File: config.mk
export PLATFORM = sky130hd
export DESIGN_NAME = spi_tunnel_framer
export DESIGN_NICKNAME = d
export VERILOG_FILES = /design/src/rtl/spi_tun_pkg.sv /design/src/rtl/spi_tun_sync.sv /design/src/rtl/spi_tun_capture.sv /design/src/rtl/spi_tun_fifo.sv /design/src/rtl/spi_tunnel_framer.sv
export SDC_FILE = /design/constraint.sdc
export NUM_CORES = 1
export LEC_CHECK = 0
export BUFFER_PORTS_ARGS = -buffer_cell sky130_fd_sc_hd__buf_2
export CAP_MARGIN = 30
export CORE_MARGIN = 8
export CORE_UTILIZATION = 60
export DETAILED_ROUTE_END_ITERATION = 7
export PLACE_DENSITY = 0.84
export SLEW_MARGIN = 15
export SYNTH_ARGS = -nofsm -noshare
export SYNTH_HDL_FRONTEND = slang
export SYNTH_SLANG_ARGS = --single-unit
File: constraint.sdc
create_clock -name clk -period 5.85 [get_ports clk]
set_input_delay 0.585 -clock clk [delete_from_list [all_inputs] [get_ports clk]]
set_output_delay 0.585 -clock clk [all_outputs]
set_load 0.05 [all_outputs]
File: src/rtl/spi_tun_pkg.sv
package spi_tun_pkg;

    localparam int DATA_W = 4;
    localparam int CNT_W  = $clog2(DATA_W + 1);

    typedef struct packed {
        logic              ss;
        logic [CNT_W-1:0]  count;
        logic [DATA_W-1:0] data;
    } frame_t;

    // CPOL xor CPHA == 0 samples on the rising edge
    function automatic logic samples_on_rise(input logic [1:0] mode);
        return (mode[1] ^ mode[0]) == 1'b0;
    endfunction

endpackage

File: src/rtl/spi_tun_sync.sv
module spi_tun_sync #(
    parameter int               WIDTH   = 3,
    parameter int               STAGES  = 2,
    parameter logic [WIDTH-1:0] RST_VAL = '0
) (
    input  logic             clk,
    input  logic             rst,
    input  logic [WIDTH-1:0] d,
    output logic [WIDTH-1:0] q
);

    logic [WIDTH-1:0] stage_q [STAGES];

    for (genvar g = 0; g < STAGES; g++) begin : g_stage
        if (g == 0) begin : g_first
            always_ff @(posedge clk) begin
                if (rst) stage_q[g] <= RST_VAL;
                else     stage_q[g] <= d;
            end
        end else begin : g_next
            always_ff @(posedge clk) begin
                if (rst) stage_q[g] <= RST_VAL;
                else     stage_q[g] <= stage_q[g-1];
            end
        end
    end

    assign q = stage_q[STAGES-1];

endmodule

File: src/rtl/spi_tun_capture.sv
module spi_tun_capture
    import spi_tun_pkg::*;
(
    input  logic       clk,
    input  logic       rst,
    input  logic       ss_n_s,
    input  logic       sclk_s,
    input  logic       mosi_s,
    input  logic [1:0] spi_mode,
    output logic       push,
    output logic       push_bit
);

    logic sclk_q;
    logic rise, fall, hit;

    assign rise = sclk_s & ~sclk_q;
    assign fall = ~sclk_s & sclk_q;
    assign hit  = samples_on_rise(spi_mode) ? rise : fall;

    always_ff @(posedge clk) begin
        if (rst) begin
            sclk_q   <= 1'b0;
            push     <= 1'b0;
            push_bit <= 1'b0;
        end else begin
            sclk_q   <= sclk_s;
            push     <= hit & ~ss_n_s;
            push_bit <= mosi_s;
        end
    end

    AST_NO_CAPTURE_SS_HIGH: assert property (@(posedge clk) disable iff (rst)
        push |-> $past(!ss_n_s));

endmodule

File: src/rtl/spi_tun_fifo.sv
module spi_tun_fifo #(
    parameter  int DEPTH   = 8,
    parameter  int MAX_POP = 4,
    localparam int PTR_W   = $clog2(DEPTH),
    localparam int POP_W   = $clog2(MAX_POP + 1),
    localparam int FILL_W  = PTR_W + 1
) (
    input  logic               clk,
    input  logic               rst,
    input  logic               push,
    input  logic               push_bit,
    input  logic [POP_W-1:0]   pop_n,
    output logic [FILL_W-1:0]  fill,
    output logic [MAX_POP-1:0] peek,
    output logic               overflow
);

    logic [DEPTH-1:0] mem;
    logic [PTR_W-1:0] wr_ptr, rd_ptr;
    logic             push_ok;

    assign overflow = push && (fill == FILL_W'(DEPTH));
    assign push_ok  = push && !overflow;

    always_ff @(posedge clk) begin
        if (rst) begin
            mem    <= '0;
            wr_ptr <= '0;
            rd_ptr <= '0;
            fill   <= '0;
        end else begin
            if (push_ok) begin
                mem[wr_ptr] <= push_bit;
                wr_ptr      <= wr_ptr + PTR_W'(1);
            end
            rd_ptr <= rd_ptr + PTR_W'(pop_n);
            fill   <= fill + FILL_W'(push_ok) - FILL_W'(pop_n);
        end
    end

    for (genvar g = 0; g < MAX_POP; g++) begin : g_peek
        assign peek[g] = mem[rd_ptr + PTR_W'(g)];
    end

    AST_POP_WITHIN_FILL: assert property (@(posedge clk) disable iff (rst)
        FILL_W'(pop_n) <= fill);

    AST_FILL_BOUND: assert property (@(posedge clk) disable iff (rst)
        fill <= FILL_W'(DEPTH));

endmodule

File: src/rtl/spi_tunnel_framer.sv
module spi_tunnel_framer
    import spi_tun_pkg::*;
#(
    parameter int TMR_W      = 16,
    parameter int FIFO_DEPTH = 8
) (
    input  logic              clk,
    input  logic              rst,
    input  logic              ss_n_in,
    input  logic              sclk_in,
    input  logic              mosi_in,
    input  logic [1:0]        spi_mode,
    input  logic              read_mode,
    input  logic [TMR_W-1:0]  frame_period,
    output logic              frm_valid,
    input  logic              frm_ready,
    output logic              frm_ss,
    output logic [CNT_W-1:0]  frm_count,
    output logic [DATA_W-1:0] frm_data,
    output logic              ovf_err
);

    localparam int FILL_W = $clog2(FIFO_DEPTH) + 1;

    logic [2:0]        sync_q;
    logic              ss_s, sclk_s, mosi_s;
    logic              push, push_bit, overflow;
    logic [FILL_W-1:0] fill;
    logic [DATA_W-1:0] peek;
    logic [CNT_W-1:0]  limit, take, pop_n;
    logic [TMR_W-1:0]  timer;
    logic              expire, pend, hi_seen, accept;
    frame_t            frm;

    spi_tun_sync #(.WIDTH(3), .STAGES(2), .RST_VAL(3'b100)) u_sync (
        .clk (clk),
        .rst (rst),
        .d   ({ss_n_in, sclk_in, mosi_in}),
        .q   (sync_q)
    );
    assign {ss_s, sclk_s, mosi_s} = sync_q;

    spi_tun_capture u_cap (
        .clk      (clk),
        .rst      (rst),
        .ss_n_s   (ss_s),
        .sclk_s   (sclk_s),
        .mosi_s   (mosi_s),
        .spi_mode (spi_mode),
        .push     (push),
        .push_bit (push_bit)
    );

    spi_tun_fifo #(.DEPTH(FIFO_DEPTH), .MAX_POP(DATA_W)) u_fifo (
        .clk      (clk),
        .rst      (rst),
        .push     (push),
        .push_bit (push_bit),
        .pop_n    (pop_n),
        .fill     (fill),
        .peek     (peek),
        .overflow (overflow)
    );

    // frame assembly
    assign limit  = read_mode ? CNT_W'(1) : CNT_W'(DATA_W);
    assign take   = (int'(fill) > int'(limit)) ? limit : CNT_W'(fill);
    assign accept = pend && frm_ready;
    assign pop_n  = accept ? take : '0;

    always_comb begin
        frm.ss    = ss_s | hi_seen;
        frm.count = take;
        frm.data  = '0;
        for (int i = 0; i < DATA_W; i++) begin
            if (i < int'(take)) frm.data[DATA_W-1-i] = peek[i];
        end
    end

    assign frm_valid = pend;
    assign frm_ss    = frm.ss;
    assign frm_count = frm.count;
    assign frm_data  = frm.data;

    // frame timer and pending flag
    assign expire = ({1'b0, timer} + (TMR_W+1)'(1)) >= {1'b0, frame_period};

    always_ff @(posedge clk) begin
        if (rst) begin
            timer   <= '0;
            pend    <= 1'b0;
            hi_seen <= 1'b1;
            ovf_err <= 1'b0;
        end else begin
            timer <= expire ? '0 : timer + TMR_W'(1);
            if (expire)      pend <= 1'b1;
            else if (accept) pend <= 1'b0;
            if (accept)    hi_seen <= ss_s;
            else if (ss_s) hi_seen <= 1'b1;
            if (overflow) ovf_err <= 1'b1;
        end
    end

    AST_VALID_HOLD: assert property (@(posedge clk) disable iff (rst)
        (frm_valid && !frm_ready) |=> frm_valid);

    AST_WR_COUNT_MAX: assert property (@(posedge clk) disable iff (rst)
        (frm_valid && !read_mode) |-> (int'(frm_count) <= DATA_W));

    AST_RD_COUNT_MAX: assert property (@(posedge clk) disable iff (rst)
        (frm_valid && read_mode) |-> (int'(frm_count) <= 1));

    AST_SS_KEPT: assert property (@(posedge clk) disable iff (rst)
        (ss_s && !accept) |=> frm_ss);

    AST_OVF_STICKY: assert property (@(posedge clk) disable iff (rst)
        ovf_err |=> ovf_err);

    AST_EMPTY_PAD: assert property (@(posedge clk) disable iff (rst)
        (frm_valid && frm_count == '0) |-> (frm_data == '0));

endmodule

==> impl_metrics.toml <==
[run_status]
status = "finished, final reports clean"

[final_layout]
fillers = 359
fin_nets = 382
layout.cells.most_common = "sky130_fd_sc_hd__dfxtp_1"
layout.cells.most_common_list = "46 x sky130_fd_sc_hd__dfxtp_1, 34 x sky130_fd_sc_hd__buf_2, 31 x sky130_fd_sc_hd__nor2_1, 29 x sky130_fd_sc_hd__ha_1, 27 x sky130_fd_sc_hd__inv_1"
drive_above_1_share = 0.183
layout.cell_area.non_filler_mm2 = 0.00303
num_antenna_cells = 0
area_growth_syn_to_layout_pct = 10.6

[grt]
track_usage = 0.152
first_global_vias = 2096
initial_antenna_violation_count = 0
grt_start_max_net_pins = 31
gr-total-overflow = 0
grt_first_pass_wirelength_um = 9090

[critical_path]
worstSetupEndpointType = "primary output"
critical_path.slowest_cell = "sky130_fd_sc_hd__nor3b_1"
rr_startpoint = "u_fifo.fill[2]"
register_to_register_setup_slack_ps = 2920
critPathLaunchType = "primary input"
critical_path.reg2reg.endpoint = "u_fifo.fill[3]"
path_buf_inv = 2
worst_ep_required_time_ps = 5270
cp.arrival_ps = 2420
path_cells = "buf_2, ha_1, or2_2, nor3b_1, a21oi_1, nor3_1, buf_2"
worst-setup-path-type = "in2out"
worst_r2r_path_depth = 10
critical-path-max-stage-delay_ps = 430
critical_path.max_fanout = 5
timing.critical_path.mode_cell = "sky130_fd_sc_hd__buf_2"
critical-path-top-delay-family = "simple AND/OR/NAND/NOR gates"

[worst_hold_path]
whs_path_depth = 1
holdPathEnd = "u_sync.stage_q[1][2]"
worst_hold_class = "reg2reg"
hp-start = "u_sync.stage_q[0][2]"

[die]
start_util = 0.624
placement_rows = 24
ioPinCount = 35
die_area_mm2 = 0.00698
die_w_um = 83.5
die_height_um = 83.5
core_area_mm2 = 0.00438

[placement]
port-buffer-count = 34
place_congestion = 0.782
placed_cell_areas_mm2 = 0.00294
dpl.hpwl_um = 4050

[routing]
drt-total-wl_um = 5080
detail_route.drc_violations = 0
detailroute.via_count = 2023
route.antenna.remaining_nets = 0
routed_via_density = 5.34
dr.pass1.iters = 5
avgRoutedWirePerCell_um = 13.4
detail_route.iter0.violations = 114

[sta]
report.final.hold_viol_count = 0
maxSlewHeadroom = 0.635
min_period_over_period = 0.513
rsz0062_at_grt = "false"
post-route-min-period_ps = 3000
hold_slack_ps = 425
maxSlewViolCount = 0
setup_violations = 0
setup_total_negative_slack_ps = 0
timing_worst_slew_pin_value_ps = 546
finClkSkew_ps = 13.4
fmaxAchievable_ghz = 0.333

[yosys]
post_synthesis_area_per_instance_um2 = 9.31
synth.yosys.warnings = 0
yosysSeqAreaShare = 0.336
syn_area_mm2 = 0.00274
synth_cells = 294
synth_flop_cell = "sky130_fd_sc_hd__dfxtp_1"
yosys.area.top_type = "sky130_fd_sc_hd__dfxtp_1"
syn-num-nets = 350
async_flop_share = 0
yosys.area.top_type_share = 0.336
ys_ff_latch = 46
synth_edf_count = 0
post_synth_main_area_contributors = "sky130_fd_sc_hd__dfxtp_1 34%, sky130_fd_sc_hd__ha_1 13%, sky130_fd_sc_hd__nor2b_1 5.9%"
netlist-cell-type-count = 38

[clock_tree]
post_cts_hold_buffer_count = 0
clock_insertion_delay_worst_skew_ps = 310
cts_tree = "yes"
clkSlewWorstSetupHoldPaths_ps = 80
cts_setup_buffers = 0
clockRootBuffer = "sky130_fd_sc_hd__clkbuf_8"
tritoncts.num_buffers = 5
cts_max_level = 2
clock_sink_count = 46
post_cts_resize_count = 0
cts_max_path_buffers = 2

[power_and_ir_drop]
p_leak_nw = 1.39
power.ir.vdd_worst_mv = 0.171
power.density_mw_per_mm2 = 184

[flow_run]
drv.max_cap_violation_count = 0
worst reg2reg max path, delay by kind of cell, from the launching register on:
family | cells | cell delay (ps)
flip-flops | 1 | 410
XOR/XNOR | 1 | 140
AND/OR/NAND/NOR | 4 | 1010
AO/OA/AOI/OAI | 2 | 360
adder cells (fa/ha/maj) | 3 | 890
worst max path at each step:
stage,startpoint,end,cells past startpoint
3_5_place_dp,read_mode,u_fifo.fill[3],11
3_3_place_gp,read_mode,u_fifo.fill[3],11
2_1_floorplan,read_mode,frm_data[1],5
4_1_cts,read_mode,frm_data[1],7
6_report,read_mode,frm_data[1],7
5_1_grt,u_fifo.fill[0],frm_data[1],9
metrics by stage:
step / power (mW) / std cells / setup WS [ps] / util
6_report: 0.559 / 379 / 2850 / 0.691
4_1_cts: 0.563 / 379 / 2870 / 0.691
2_1_floorplan: 0.354 / 294 / 1420 / -
3_3_place_gp: 0.367 / 371 / 2700 / 0.670
3_5_place_dp: 0.369 / 371 / 2570 / 0.670
5_1_grt: 0.587 / 379 / 2630 / 0.691
cells in the mapped netlist, types with 2 or more instances:
| master | count |
|---|---|
| sky130_fd_sc_hd__dfxtp_1 | 46 |
| sky130_fd_sc_hd__nor2_1 | 31 |
| sky130_fd_sc_hd__ha_1 | 29 |
| sky130_fd_sc_hd__inv_1 | 27 |
| sky130_fd_sc_hd__nor2b_1 | 26 |
| sky130_fd_sc_hd__xnor2_1 | 14 |
| sky130_fd_sc_hd__mux2i_1 | 13 |
| sky130_fd_sc_hd__nand2_1 | 12 |
| sky130_fd_sc_hd__a21oi_1 | 11 |
| sky130_fd_sc_hd__nand3_1 | 10 |
| sky130_fd_sc_hd__xor2_1 | 9 |
| sky130_fd_sc_hd__clkbuf_1 | 6 |
| sky130_fd_sc_hd__nand4_1 | 6 |
| sky130_fd_sc_hd__a21o_1 | 5 |
| sky130_fd_sc_hd__mux4_2 | 5 |
| sky130_fd_sc_hd__nor3_1 | 4 |
| sky130_fd_sc_hd__nor3b_1 | 4 |
| sky130_fd_sc_hd__or2_2 | 4 |
| sky130_fd_sc_hd__a211oi_1 | 3 |
| sky130_fd_sc_hd__buf_2 | 3 |
| sky130_fd_sc_hd__nand2b_1 | 3 |
| sky130_fd_sc_hd__and2_1 | 2 |
| sky130_fd_sc_hd__and3_1 | 2 |
| sky130_fd_sc_hd__fa_1 | 2 |
| sky130_fd_sc_hd__nand3b_1 | 2 |
| sky130_fd_sc_hd__nand4_2 | 2 |
| sky130_fd_sc_hd__o21ai_0 | 2 |
flip-flops by register name, summed over array words and instances, names as in the netlist, 3 cells and up:
register and cells:
u_fifo.fill 4, u_sync.stage_q 6, u_fifo.wr_ptr 3, u_fifo.rd_ptr 3, u_fifo.mem 8, timer 16
power by group:
| group | leakage, nW | switching [mW] | internal, mW |
|---|---|---|---|
| Clock | 0.0447 | 0.111 | 0.0862 |
| Sequential | 0.373 | 0.00305 | 0.317 |
| Combinational | 0.968 | 0.0232 | 0.0181 |
layer usage:
layer | global-route usage | routed length (um)
met2 | 0.264 | 2590
met5 | 0 | 0
met3 | 0.0469 | 225
met4 | 0.0502 | 62
met1 | 0.171 | 2200
cell type report:
type                       count  area [um^2]  share of cell area
clock buffer                   5         68.8              0.0227
tap                           52         65.1              0.0215
multi-input combinational    212         1680               0.554
sequential                    46          921               0.304
timing repair buffer          34          170              0.0562
clock inverter                 3         25.0             0.00826
inverter                      27          101              0.0335
kinds of logic (layout without fill, tap and decap cells):
kind of cell,Yosys count,in the layout,synth area share
flip-flops,46,46,0.336
multiplexers,18,18,0.0887
XOR/XNOR,24,24,0.0795
buffers and inverters,36,69,0.0507
AO/OA/AOI/OAI,26,26,0.0695
AND/OR/NAND/NOR,113,113,0.228
adder cells (fa/ha/maj),31,31,0.147
No activity file was read; power rests on OpenSTA's default activity.
